`config.mk`:
```
export PLATFORM = sky130hd
export DESIGN_NAME = rx_dest_filter
export DESIGN_NICKNAME = d
export VERILOG_FILES = /design/src/rtl/rxf_pkg.sv /design/src/rtl/rxf_byte_tracker.sv /design/src/rtl/rxf_exact_cmp.sv /design/src/rtl/rxf_hash_crc.sv /design/src/rtl/rx_dest_filter.sv
export SDC_FILE = /design/constraint.sdc
export NUM_CORES = 1
export LEC_CHECK = 0
export BUFFER_PORTS_ARGS = -buffer_cell sky130_fd_sc_hd__buf_2
export CORE_ASPECT_RATIO = 0.9
export CORE_UTILIZATION = 40
export CTS_CLUSTER_DIAMETER = 60
export DETAILED_ROUTE_END_ITERATION = 8
export PLACE_DENSITY = 0.67
export SYNTH_ARGS = -nofsm -noshare
export SYNTH_HDL_FRONTEND = slang
export SYNTH_SLANG_ARGS = --single-unit
```
`constraint.sdc`:
```
create_clock -name clk -period 5.1 [get_ports clk]
set_input_delay 0.255 -clock clk [delete_from_list [all_inputs] [get_ports clk]]
set_output_delay 0.255 -clock clk [all_outputs]
set_load 0.03 [all_outputs]
```
`src/rtl/rxf_pkg.sv`:
```
package rxf_pkg;

  localparam int unsigned CRC_W = 32;
  localparam logic [CRC_W-1:0] CRC_POLY_REFL = 32'hEDB88320;
  localparam logic [CRC_W-1:0] CRC_SEED = '1;

  // Per-address hit summary, valid while the last byte is taken
  typedef struct packed {
    logic uni;
    logic bc;
    logic mc;
    logic grp;
  } rxf_hits_t;

  // One byte of the reflected CRC, least significant bit first
  function automatic logic [CRC_W-1:0] crc_step_byte(input logic [CRC_W-1:0] c,
                                                     input logic [7:0] d);
    logic [CRC_W-1:0] r;
    logic fb;
    r = c;
    for (int b = 0; b < 8; b++) begin
      fb = r[0] ^ d[b];
      r = {1'b0, r[CRC_W-1:1]};
      if (fb) r = r ^ CRC_POLY_REFL;
    end
    return r;
  endfunction

  // Accept rule over the individual hits
  function automatic logic accept_rule(input rxf_hits_t h, input logic prom,
                                       input logic no_uni, input logic no_bc);
    return prom | (h.bc & ~no_bc) | (h.uni & ~no_uni) | h.mc;
  endfunction

endpackage

```
`src/rtl/rxf_byte_tracker.sv`:
```
module rxf_byte_tracker #(
  parameter int unsigned ADDR_BYTES = 6,
  localparam int unsigned POS_W = $clog2(ADDR_BYTES + 1)
) (
  input  logic             clk,
  input  logic             rst_n,
  input  logic             da_valid,
  input  logic             da_sof,
  output logic             take,
  output logic [POS_W-1:0] pos,
  output logic             first,
  output logic             last
);

  localparam logic [POS_W-1:0] IDLE_POS = POS_W'(ADDR_BYTES);
  localparam logic [POS_W-1:0] LAST_POS = POS_W'(ADDR_BYTES - 1);

  logic [POS_W-1:0] idx_q;

  // A start always opens byte 0; otherwise continue an open address
  assign pos   = da_sof ? '0 : idx_q;
  assign take  = da_valid & (da_sof | (idx_q < IDLE_POS));
  assign first = take & (pos == '0);
  assign last  = take & (pos == LAST_POS);

  always_ff @(posedge clk or negedge rst_n) begin
    if (!rst_n) begin
      idx_q <= IDLE_POS;
    end else if (take) begin
      idx_q <= pos + 1'b1;
    end
  end

endmodule

```
`src/rtl/rxf_exact_cmp.sv`:
```
module rxf_exact_cmp #(
  parameter int unsigned ADDR_BYTES = 6,
  localparam int unsigned ADDR_W = ADDR_BYTES * 8,
  localparam int unsigned POS_W = $clog2(ADDR_BYTES + 1)
) (
  input  logic              clk,
  input  logic              rst_n,
  input  logic              take,
  input  logic              first,
  input  logic              last,
  input  logic [POS_W-1:0]  pos,
  input  logic [7:0]        da_byte,
  input  logic [ADDR_W-1:0] sta_addr,
  output logic              uni_hit,
  output logic              bc_hit,
  output logic              grp_bit
);

  logic [7:0] sta_b [ADDR_BYTES];
  logic [7:0] cur_sta;
  logic       uni_run_q, ones_run_q, grp_q;
  logic       uni_run_nx, ones_run_nx;

  for (genvar g = 0; g < ADDR_BYTES; g++) begin : g_sta_bytes
    assign sta_b[g] = sta_addr[8*g +: 8];
  end

  always_comb begin
    cur_sta = '0;
    for (int i = 0; i < ADDR_BYTES; i++) begin
      if (pos == POS_W'(i)) cur_sta = sta_b[i];
    end
  end

  assign uni_run_nx  = (first ? 1'b1 : uni_run_q) & (da_byte == cur_sta);
  assign ones_run_nx = (first ? 1'b1 : ones_run_q) & (&da_byte);
  assign grp_bit     = first ? da_byte[0] : grp_q;

  // Hits are events: meaningful only while the last byte is taken
  assign uni_hit = last & uni_run_nx;
  assign bc_hit  = last & ones_run_nx;

  always_ff @(posedge clk or negedge rst_n) begin
    if (!rst_n) begin
      uni_run_q  <= 1'b0;
      ones_run_q <= 1'b0;
      grp_q      <= 1'b0;
    end else if (take) begin
      uni_run_q  <= uni_run_nx;
      ones_run_q <= ones_run_nx;
      grp_q      <= grp_bit;
    end
  end

endmodule

```
`src/rtl/rxf_hash_crc.sv`:
```
module rxf_hash_crc
  import rxf_pkg::*;
#(
  parameter int unsigned HASH_BITS = 6
) (
  input  logic                 clk,
  input  logic                 rst_n,
  input  logic                 take,
  input  logic                 first,
  input  logic [7:0]           da_byte,
  output logic [HASH_BITS-1:0] hash_idx
);

  logic [CRC_W-1:0] crc_q, crc_nx;

  assign crc_nx   = crc_step_byte(first ? CRC_SEED : crc_q, da_byte);
  assign hash_idx = crc_nx[CRC_W-1 -: HASH_BITS];

  always_ff @(posedge clk or negedge rst_n) begin
    if (!rst_n) begin
      crc_q <= CRC_SEED;
    end else if (take) begin
      crc_q <= crc_nx;
    end
  end

endmodule

```
`src/rtl/rx_dest_filter.sv`:
```
module rx_dest_filter
  import rxf_pkg::*;
#(
  parameter int unsigned ADDR_BYTES = 6,
  parameter int unsigned HASH_BITS  = 6,
  localparam int unsigned ADDR_W = ADDR_BYTES * 8,
  localparam int unsigned FILT_W = 1 << HASH_BITS,
  localparam int unsigned POS_W  = $clog2(ADDR_BYTES + 1)
) (
  input  logic              clk,
  input  logic              rst_n,
  input  logic              da_valid,
  input  logic              da_sof,
  input  logic [7:0]        da_byte,
  input  logic              promisc,
  input  logic              no_unicast,
  input  logic              no_bcast,
  input  logic [ADDR_W-1:0] sta_addr,
  input  logic [FILT_W-1:0] hash_tbl,
  output logic              decide_vld,
  output logic              decide_accept
);

  logic                 take, first, addr_done;
  logic [POS_W-1:0]     pos;
  logic                 uni_hit, bc_hit, grp_bit, mc_hit;
  logic [HASH_BITS-1:0] hash_idx;
  rxf_hits_t            hits;
  logic                 vld_q, acc_q;

  rxf_byte_tracker #(.ADDR_BYTES(ADDR_BYTES)) u_track (
    .clk(clk), .rst_n(rst_n), .da_valid(da_valid), .da_sof(da_sof),
    .take(take), .pos(pos), .first(first), .last(addr_done)
  );

  rxf_exact_cmp #(.ADDR_BYTES(ADDR_BYTES)) u_cmp (
    .clk(clk), .rst_n(rst_n), .take(take), .first(first), .last(addr_done),
    .pos(pos), .da_byte(da_byte), .sta_addr(sta_addr),
    .uni_hit(uni_hit), .bc_hit(bc_hit), .grp_bit(grp_bit)
  );

  rxf_hash_crc #(.HASH_BITS(HASH_BITS)) u_crc (
    .clk(clk), .rst_n(rst_n), .take(take), .first(first),
    .da_byte(da_byte), .hash_idx(hash_idx)
  );

  // Broadcast is a group address too, but it never reaches the hash filter
  assign mc_hit = addr_done & grp_bit & ~bc_hit & hash_tbl[hash_idx];

  assign hits = '{uni: uni_hit, bc: bc_hit, mc: mc_hit, grp: grp_bit};

  always_ff @(posedge clk or negedge rst_n) begin
    if (!rst_n) begin
      vld_q <= 1'b0;
      acc_q <= 1'b0;
    end else begin
      vld_q <= addr_done;
      acc_q <= addr_done & accept_rule(hits, promisc, no_unicast, no_bcast);
    end
  end

  assign decide_vld    = vld_q;
  assign decide_accept = acc_q;

endmodule

```
Yosys cells after proc, flatten, opt, wreduce, memory -nomap -nowiden
Cells that the tools add are included.
{ "word_totals": {"input_bits": 127, "ff_bits": 40} }
{ "classes": {"bitwise": 36, "n_eq_ne": 6, "n_reduce_logical": 2, "n_lt_le_gt_ge": 2, "n_addsub": 1, "muxes": 21} }
{ "ops": {"columns": ["cell", "count"], "rows": [
  ["2-to-1 mux 32 bit", 9],
  ["inverter 13 -> 14 bit", 8],
  ["2-to-1 mux 8 bit", 6],
  ["bitwise AND 1 bit", 13],
  ["equality test 8 bit", 1],
  ["AND reduction 8 bit", 1],
  ["bitwise XOR 1 bit", 8],
  ["< comparator 6 x 7 -> 1 bit (second input constant)", 1],
  ["binary-select mux 1 bit (select 6 bit)", 1],
  ["equality test 3 x 2 -> 1 bit (second input constant)", 2],
  ["equality test 3 bit (second input constant)", 2],
  ["2-to-1 mux 1 bit", 4],
  ["OR 1 bit", 4],
  ["adder 3 x 1 -> 3 bit (second input constant)", 1],
  ["equality test 3 x 1 -> 1 bit (second input constant)", 1],
  ["zero test 3 bit", 1],
  ["< comparator 3 bit (second input constant)", 1],
  ["2-to-1 mux 3 bit", 1],
  ["inverter 1 bit", 3]
]} }

Longest topological paths before layout
Gate-level depths: netlist of the first run.
{ "logic_depth": {"ltp_word": 26, "mapped_depth": 14, "depth_no_buf": 13} }

Cells and area by module
Synthesis of the first run repeated with hierarchy kept, for this count alone.
{ "unflattened": {"hier_cells": 413, "hier_area_um2": 4088.9} }
{ "modules_own_cells": {"columns": ["module", "seq_area_each_um2", "cells_per_inst", "n_inst", "area_per_inst_um2"], "rows": [
  ["rxf_hash_crc", 840.8, 250, 1, 2432.3],
  ["rxf_exact_cmp", 75.1, 95, 1, 802.0],
  ["rx_dest_filter", 50.0, 46, 1, 646.9],
  ["rxf_byte_tracker", 77.6, 22, 1, 207.7]
]} }

Least setup slack after synthesis of the first run
No wires, ideal clock.
{ "synth_timing": {"path_type": "reg-to-reg", "startpoint": "register u_track.idx_q[0]", "endpoint": "register acc_q, in the netlist decide_accept", "setup_ps": 122, "synth_period_minus_slack_ps": 3310, "t_arrival_ps": 3189, "path_buffers": 0, "setup_slack_ps": 1790, "t_required_ps": 4978, "stages_incl_launch_ff": 14, "cell_sequence": "dfrtp_1 -> nor2b_1 -> inv_1 -> ha_1 -> nand2_4 -> o21bai_4 -> xor2_4 -> xnor2_4 -> xor2_4 -> mux4_1 -> mux2_2 -> nor4_2 -> o31ai_1 -> o2111a_1"} }
{ "synth_between": {"elab_chain_cells": 23, "elab_cells_between_ends": 62} }
{ "synth_lines": {"columns": ["element", "line_no", "rtl"], "rows": [
  ["from (decl)", "rxf_byte_tracker.sv:18", "logic [POS_W-1:0] idx_q;"],
  ["from (signal assigned)", "rxf_byte_tracker.sv:30", "idx_q <= pos + 1'b1;"],
  ["< comparator 3 bit", "rxf_byte_tracker.sv:22", "assign take = da_valid & (da_sof | (idx_q < IDLE_POS));"],
  ["OR 1 bit", "rxf_byte_tracker.sv:22", null],
  ["bitwise AND 1 bit", "rxf_byte_tracker.sv:22", null],
  ["bitwise AND 1 bit", "rxf_byte_tracker.sv:23", "assign first = take & (pos == '0);"],
  ["2-to-1 mux 32 bit", "rxf_hash_crc.sv:16", "assign crc_nx = crc_step_byte(first ? CRC_SEED : crc_q, da_byte);"],
  ["2-to-1 mux 32 bit (2 in series)", "rxf_pkg.sv:24", "if (fb) r = r ^ CRC_POLY_REFL;"],
  ["bitwise XOR 1 bit", "rxf_pkg.sv:22", "fb = r[0] ^ d[b];"],
  ["2-to-1 mux 32 bit", "rxf_pkg.sv:24", null],
  ["(+6 left out)", null, null],
  ["2-to-1 mux 32 bit", "rxf_pkg.sv:24", null],
  ["inverter 13 -> 14 bit (no line)", null, null],
  ["2-to-1 mux 32 bit", "rxf_pkg.sv:24", null],
  ["binary-select mux 1 bit (select 6 bit)", "rx_dest_filter.sv:48", "assign mc_hit = addr_done & grp_bit & ~bc_hit & hash_tbl[hash_idx];"],
  ["2-to-1 mux 1 bit (not written as such)", "rx_dest_filter.sv:48", null],
  ["bitwise AND 1 bit", "rx_dest_filter.sv:48", null],
  ["OR 1 bit", "rxf_pkg.sv:32", "return prom | (h.bc & ~no_bc) | (h.uni & ~no_uni) | h.mc;"],
  ["bitwise AND 1 bit *", "rx_dest_filter.sv:58", "acc_q <= addr_done & accept_rule(hits, promisc, no_unicast, no_bcast);"],
  ["to (signal assigned)", "rx_dest_filter.sv:58", null],
  ["to (decl)", "rx_dest_filter.sv:29", "logic vld_q, acc_q;"]
]} }
Mark *: on every way between the ends. The rest lies on a longest branch, timed or not. The select of a mux whose other input is x is not followed.
A chain may end at the register's enable or synchronous reset.

Final worst setup path of the first run
Ends and elaborated chain as after synthesis.

==> flow_summary.toml, run 1 <==
[status]
status = "completed"

[cts]
cts_buffers = 5
cts_buffer_depth = 2
clkSlewWorstSetupHoldPaths_ps = 80
cts_resized = 0
cts_tree = "yes"
cts.sinks = 40
hold_buffers = 0
clk_latency_ps = 290
htreeDepth = 2
cts_setup_buffers = 0
clockRootBuffer = "clkbuf_8"

[drt]
drt-pass1-iter-count = 4
wl_um = 10200
ant_nets = 0
drtIter0Drc = 164
vias_per_cell = 5.20
drc = 0
vias = 3414
wire_per_inst_um = 15.6

[timing]
finalMaxSlewViolations = 0
hold_violations = 0
timing.hold.ws_ps = 91.8
fin_crit_sh = 0.803
max-slew-margin-rel = 0.260
fin_crit_ps = 4100
fmax_mhz = 244
setup_viol = 0
skew_ps = 8.44
worst_slew_pin_slew_ps = 1100
fin_ws_ps = 1000
setup_tns_ps = 0
rsz0062_at_grt = "false"

[worst_setup_path]
end_kind = "register"
rr_endpoint = "decide_accept"
cp_max_fo = 19
timing.rr.start = "u_track.idx_q[0]"
rr_worst_depth = 14
critPathLaunchType = "register"
worstSetupPathType = "register to register"
required_ps = 5290
crit_arrival_ps = 4280
rrSetupSlack_ps = 1000

[final_layout]
finalNonFillerCells = 656
mostFrequentLayoutCell = "buf_2"
syn2layout_area_growth_pct = 21.4
antenna_cells = 0
n_fill_cell = 876
layout_common_cells = "128 x buf_2, 60 x xnor2_1, 41 x nand2_1, 38 x nor2_1, 34 x dfstp_2"
fin_nets = 665
drive_gt1_frac = 0.378

[pwr]
ir_worst_vdd_mv = 0.513
p_per_area_nw_per_um2 = 864
finalPower_w = 0.00410
p_leak_nw = 2.03

[grt]
grt_max_degree = 67
grt.overflow.total = 0
antenna_found_initial = 0
grt_pass1_wl_um = 17200
first_global_vias = 3539
track_usage = 0.215

[synthesis]
synth_area_leader_cell = "dfstp_2"
yosys.area.top_type_share = 0.229
synthMuxAreaShare = 0.120
syn-num-nets = 553
synthAdderAreaFrac = 0.0160
ys_types = 51
synthXorXnorAreaFrac = 0.257
synth_top_family_by_area = "XOR/XNOR gates"
synthArstFlopShare = 1.00
ys_seq_area_frac = 0.267
synthSimpleGateAreaFrac = 0.147
synth_area_per_cell_sq_um = 9.28
netlist_area_sq_um = 3910
synth_compound_area_frac = 0.148
synth_edf_count = 0
postSynthCellCount = 421
synth_area_leaders = "dfstp_2 23%, xnor2_1 13%, xor2_1 6.0%, mux4_1 5.4%, o21ai_0 4.2%"
synth_ff_type = "dfstp_2"
ys_ff_latch = 40
ys_warn_count = 0

[placement]
gp_congestion = 0.881
place_inst = 648
preCtsSetupSlack_ps = 980
dp_hpwl_um = 7990
io_buffers = 128

[floorplan]
die-width_um = 106
core_area_sq_um = 9290
boundaryPins = 129
die_area_sq_um = 10200
chipHeight_um = 95.8
start_util = 0.421
rows = 33

[worst_hold_path]
hold_path_class = "primary input to asynchronous set/reset pin"

[flow_run]
cap_violations = 0
## registers in the layout, indices dropped and copies added, names as in the netlist
name and cells:
u_cmp.ones_run_q 1, u_track.idx_q 3, u_cmp.uni_run_q 1, decide_vld 1, u_cmp.grp_q 1, u_crc.crc_q 32, decide_accept 1
## layout make-up
| class | instances | area [sq um] | share of cell area |
|---|---|---|---|
| Clock inverter | 2 | 38.8 | 0.00818 |
| Timing Repair Buffer | 134 | 686 | 0.145 |
| Clock buffer | 6 | 82.6 | 0.0174 |
| Multi-Input combinational cell | 338 | 2690 | 0.567 |
| Sequential cell | 40 | 1040 | 0.220 |
| Inverter | 14 | 52.6 | 0.0111 |
| Tap cell | 122 | 153 | 0.0322 |
## report_power, final
part	internal [W]	switching, W	total (W)	leakage [nW]
clock	0.000160	0.000120	0.000280	0.0614
combinational	0.00157	0.00156	0.00313	1.53
sequential	0.000574	0.000116	0.000689	0.435
total	0.00231	0.00179	0.00410	2.03
## layer usage
| layer | wire [um] | vias to the layer above | global-route usage |
|---|---|---|---|
| li1 | - | 1677 | - |
| met1 | 4630 | 1596 | 0.280 |
| met2 | 4860 | 131 | 0.385 |
| met3 | 576 | 10 | 0.0203 |
| met4 | 146 | 0 | 0.0556 |
| met5 | 0 | - | 0 |
## worst max path at each step
stage	start	to	slack (ps)	depth (start not counted)
after floorplan	u_track.idx_q[0]	decide_accept	1790	13
after global placement	da_sof	decide_accept	1190	15
after detailed placement	da_sof	decide_accept	980	15
after CTS	u_track.idx_q[0]	decide_accept	980	14
after global routing	u_track.idx_q[0]	decide_accept	750	14
final	u_track.idx_q[0]	decide_accept	1000	14
## cell usage after synthesis, types with 4 or more instances
| master | count |
|---|---|
| o21ai_0 | 33 |
| mux2_2 | 4 |
| nand3_1 | 4 |
| nand2_1 | 41 |
| dfstp_2 | 34 |
| a21oi_1 | 17 |
| xor2_1 | 27 |
| nand4_1 | 5 |
| a2bb2oi_1 | 8 |
| xnor2_1 | 60 |
| dfrtp_1 | 6 |
| xor2_4 | 4 |
| o22ai_1 | 9 |
| nand3b_1 | 10 |
| inv_1 | 13 |
| nor2b_1 | 9 |
| a2111oi_0 | 8 |
| mux4_2 | 5 |
| mux4_1 | 8 |
| nor2_1 | 38 |
| buf_2 | 8 |
| ha_1 | 5 |
| mux2i_1 | 10 |
| clkbuf_1 | 16 |
## cell families (layout without fill, tap and decap cells)
kind of cell,after synthesis,count (layout)
AND/OR/NAND/NOR,120,120
XOR/XNOR,97,97
AO/OA/AOI/OAI,89,89
buffers and inverters,43,156
flip-flops,40,40
multiplexers,27,27
adder cells (fa/ha/maj),5,5
## metrics by stage
stage | util | cell area (sq um)
6_report | 0.511 | 4740
5_1_grt | 0.511 | 4740
4_1_cts | 0.511 | 4740
3_5_place_dp | 0.498 | 4620
3_3_place_gp | 0.498 | 4620
2_1_floorplan | - | 3910
## critical path, cell delays in order, from the launching register on
cell and delay [ps]:
dfrtp_1 350, nor2b_1 290, inv_1 130, ha_1 220
buf_4 180, nand2_4 120, o21bai_4 80, xor2_4 410
xnor2_4 220, xor2_4 600, mux4_1 630, mux2_2 290
nor4_2 150, o31ai_1 120, o2111a_1 170
(Power assumes the default switching activity.)
==> run 2, diff against run 1 <==
==> constraint.sdc (replaced) <==
create_clock -name clk -period 4 [get_ports clk]
set_input_delay 0.2 -clock clk [delete_from_list [all_inputs] [get_ports clk]]
set_output_delay 0.2 -clock clk [all_outputs]
set_load 0.03 [all_outputs]
==> flow_summary.toml, run 2 (synthesis gave the netlist of run 1 again) <==
[status]
status = "completed"

[timing]
fin_crit_ps = 3620
fin_ws_ps = 384
hold_violations = 0
finalMaxSlewViolations = 0
fmax_mhz = 277
fin_crit_sh = 0.904
skew_ps = 6.46
worst_slew_pin_slew_ps = 914
max-slew-margin-rel = 0.391
setup_tns_ps = 0
rsz0062_at_grt = "false"
setup_viol = 0

[cts]
clk_latency_ps = 290
cts_buffers = 5
clkSlewWorstSetupHoldPaths_ps = 80
clockRootBuffer = "clkbuf_8"
cts_buffer_depth = 2
htreeDepth = 2
cts.sinks = 40
cts_resized = 0
hold_buffers = 0
cts_setup_buffers = 0
cts_tree = "yes"

[placement]
io_buffers = 128
preCtsSetupSlack_ps = 344
gp_congestion = 0.871
dp_hpwl_um = 8130
place_inst = 654

[worst_setup_path]
critPathBufInv = 2
cp_common_cell = "xor2_4"
crit_arrival_ps = 3800
critPathLaunchType = "register"
end_kind = "register"
cp_max_fo = 13
worstSetupPathType = "register to register"
max_stage_delay_ps = 570
cp_top_family = "XOR/XNOR gates"
path_cells = "nor2b_1 -> inv_1 -> ha_1 -> nand2_4 -> o21ai_2 -> xnor2_4 -> xor2_4 -> xor2_4 -> buf_4 -> mux4_1 -> mux2i_1 -> o22ai_1 -> o2111a_1"
critPathSlowestCell = "mux4_1"
required_ps = 4190

[worst_hold_path]
hold_path_class = "primary input to asynchronous set/reset pin"

[floorplan]
core_area_sq_um = 9290
boundaryPins = 129
die_area_sq_um = 10200
die-width_um = 106
chipHeight_um = 95.8
start_util = 0.421
rows = 33

[final_layout]
largest-register = "u_crc.crc_q"
fin_nets = 671
largest_register_ff_count = 32
layout_common_cells = "128 x buf_2, 60 x xnor2_1, 41 x nand2_1, 38 x nor2_1, 34 x dfstp_2"
top_regs = "u_crc.crc_q (32), u_track.idx_q (3)"
drive_gt1_frac = 0.385
mostFrequentLayoutCell = "buf_2"
syn2layout_area_growth_pct = 23.5
finalNonFillerCells = 662
antenna_cells = 0

[pwr]
p_per_area_nw_per_um2 = 1130
ir_worst_vdd_mv = 1.15
p_leak_nw = 2.07

[drt]
drc = 0
drt-pass1-iter-count = 5
ant_nets = 0
wire_per_inst_um = 15.7
vias = 3514
drtIter0Drc = 166
wl_um = 10400
vias_per_cell = 5.31

[grt]
first_global_vias = 3588
grt_pass1_wl_um = 17300
grt_max_degree = 67
track_usage = 0.218
antenna_found_initial = 0
grt.overflow.total = 0

[flow_run]
cap_violations = 0
-- run 2: worst register-to-register path, cell delays in order (launching register included) --
cell      delay, ps
dfrtp_1         350
nor2b_1         260
inv_1           100
ha_1            250
nand2_4         130
o21ai_2         100
xnor2_4         380
xor2_4          260
xor2_4          310
buf_4           280
mux4_1          580
mux2i_1         150
o22ai_1         120
o2111a_1        260
-- run 2: path summary, 6_finish.rpt --
kind / cells past startpoint / from / to / slack, ps
max: 13 / u_track.idx_q[0] / decide_accept / 380
min in group clk: 2 / da_valid / u_track.idx_q[1] / 180
min reg2reg: 2 / u_crc.crc_q[25] / u_crc.crc_q[25] / 480
max in group asynchronous: 1 / rst_n / decide_vld / 3400
min: 1 / rst_n / u_track.idx_q[0] / 30
max reg2reg: 13 / u_track.idx_q[0] / decide_accept / 380
-- run 2: per-layer routing --
| metal | GRT usage | wire length (um) | part of all wire |
|---|---|---|---|
| met1 | 0.289 | 4780 | 0.46 |
| met2 | 0.375 | 4930 | 0.47 |
| met3 | 0.0271 | 581 | 0.056 |
| met4 | 0.0613 | 133 | 0.013 |
| met5 | 0 | 0 | 0 |
-- run 2: cell type report --
class                   count  area (sq um)
repair buffers            140           731
clock inverters             3          90.1
multi-input cells         338          2690
fillers                   889          4460
clock buffers               5          68.8
well taps                 122           153
flip-flops and latches     40          1040
inverters                  14          52.6
-- run 2: stage by stage --
step	util	instance area, sq um	hold WS [ps]	total power [W]
global route	0.519	4830	91.3	0.00590
global placement	0.502	4670	371	0.00491
floorplan	-	3910	-95.6	0.00421
CTS	0.519	4830	54.0	0.00551
detailed placement	0.502	4670	373	0.00501
finish	0.519	4830	28.5	0.00545
-- run 2: where the power goes --
part           switching (W)  internal (W)
clock network       0.000148      0.000312
logic                0.00203       0.00208
registers           0.000153      0.000732
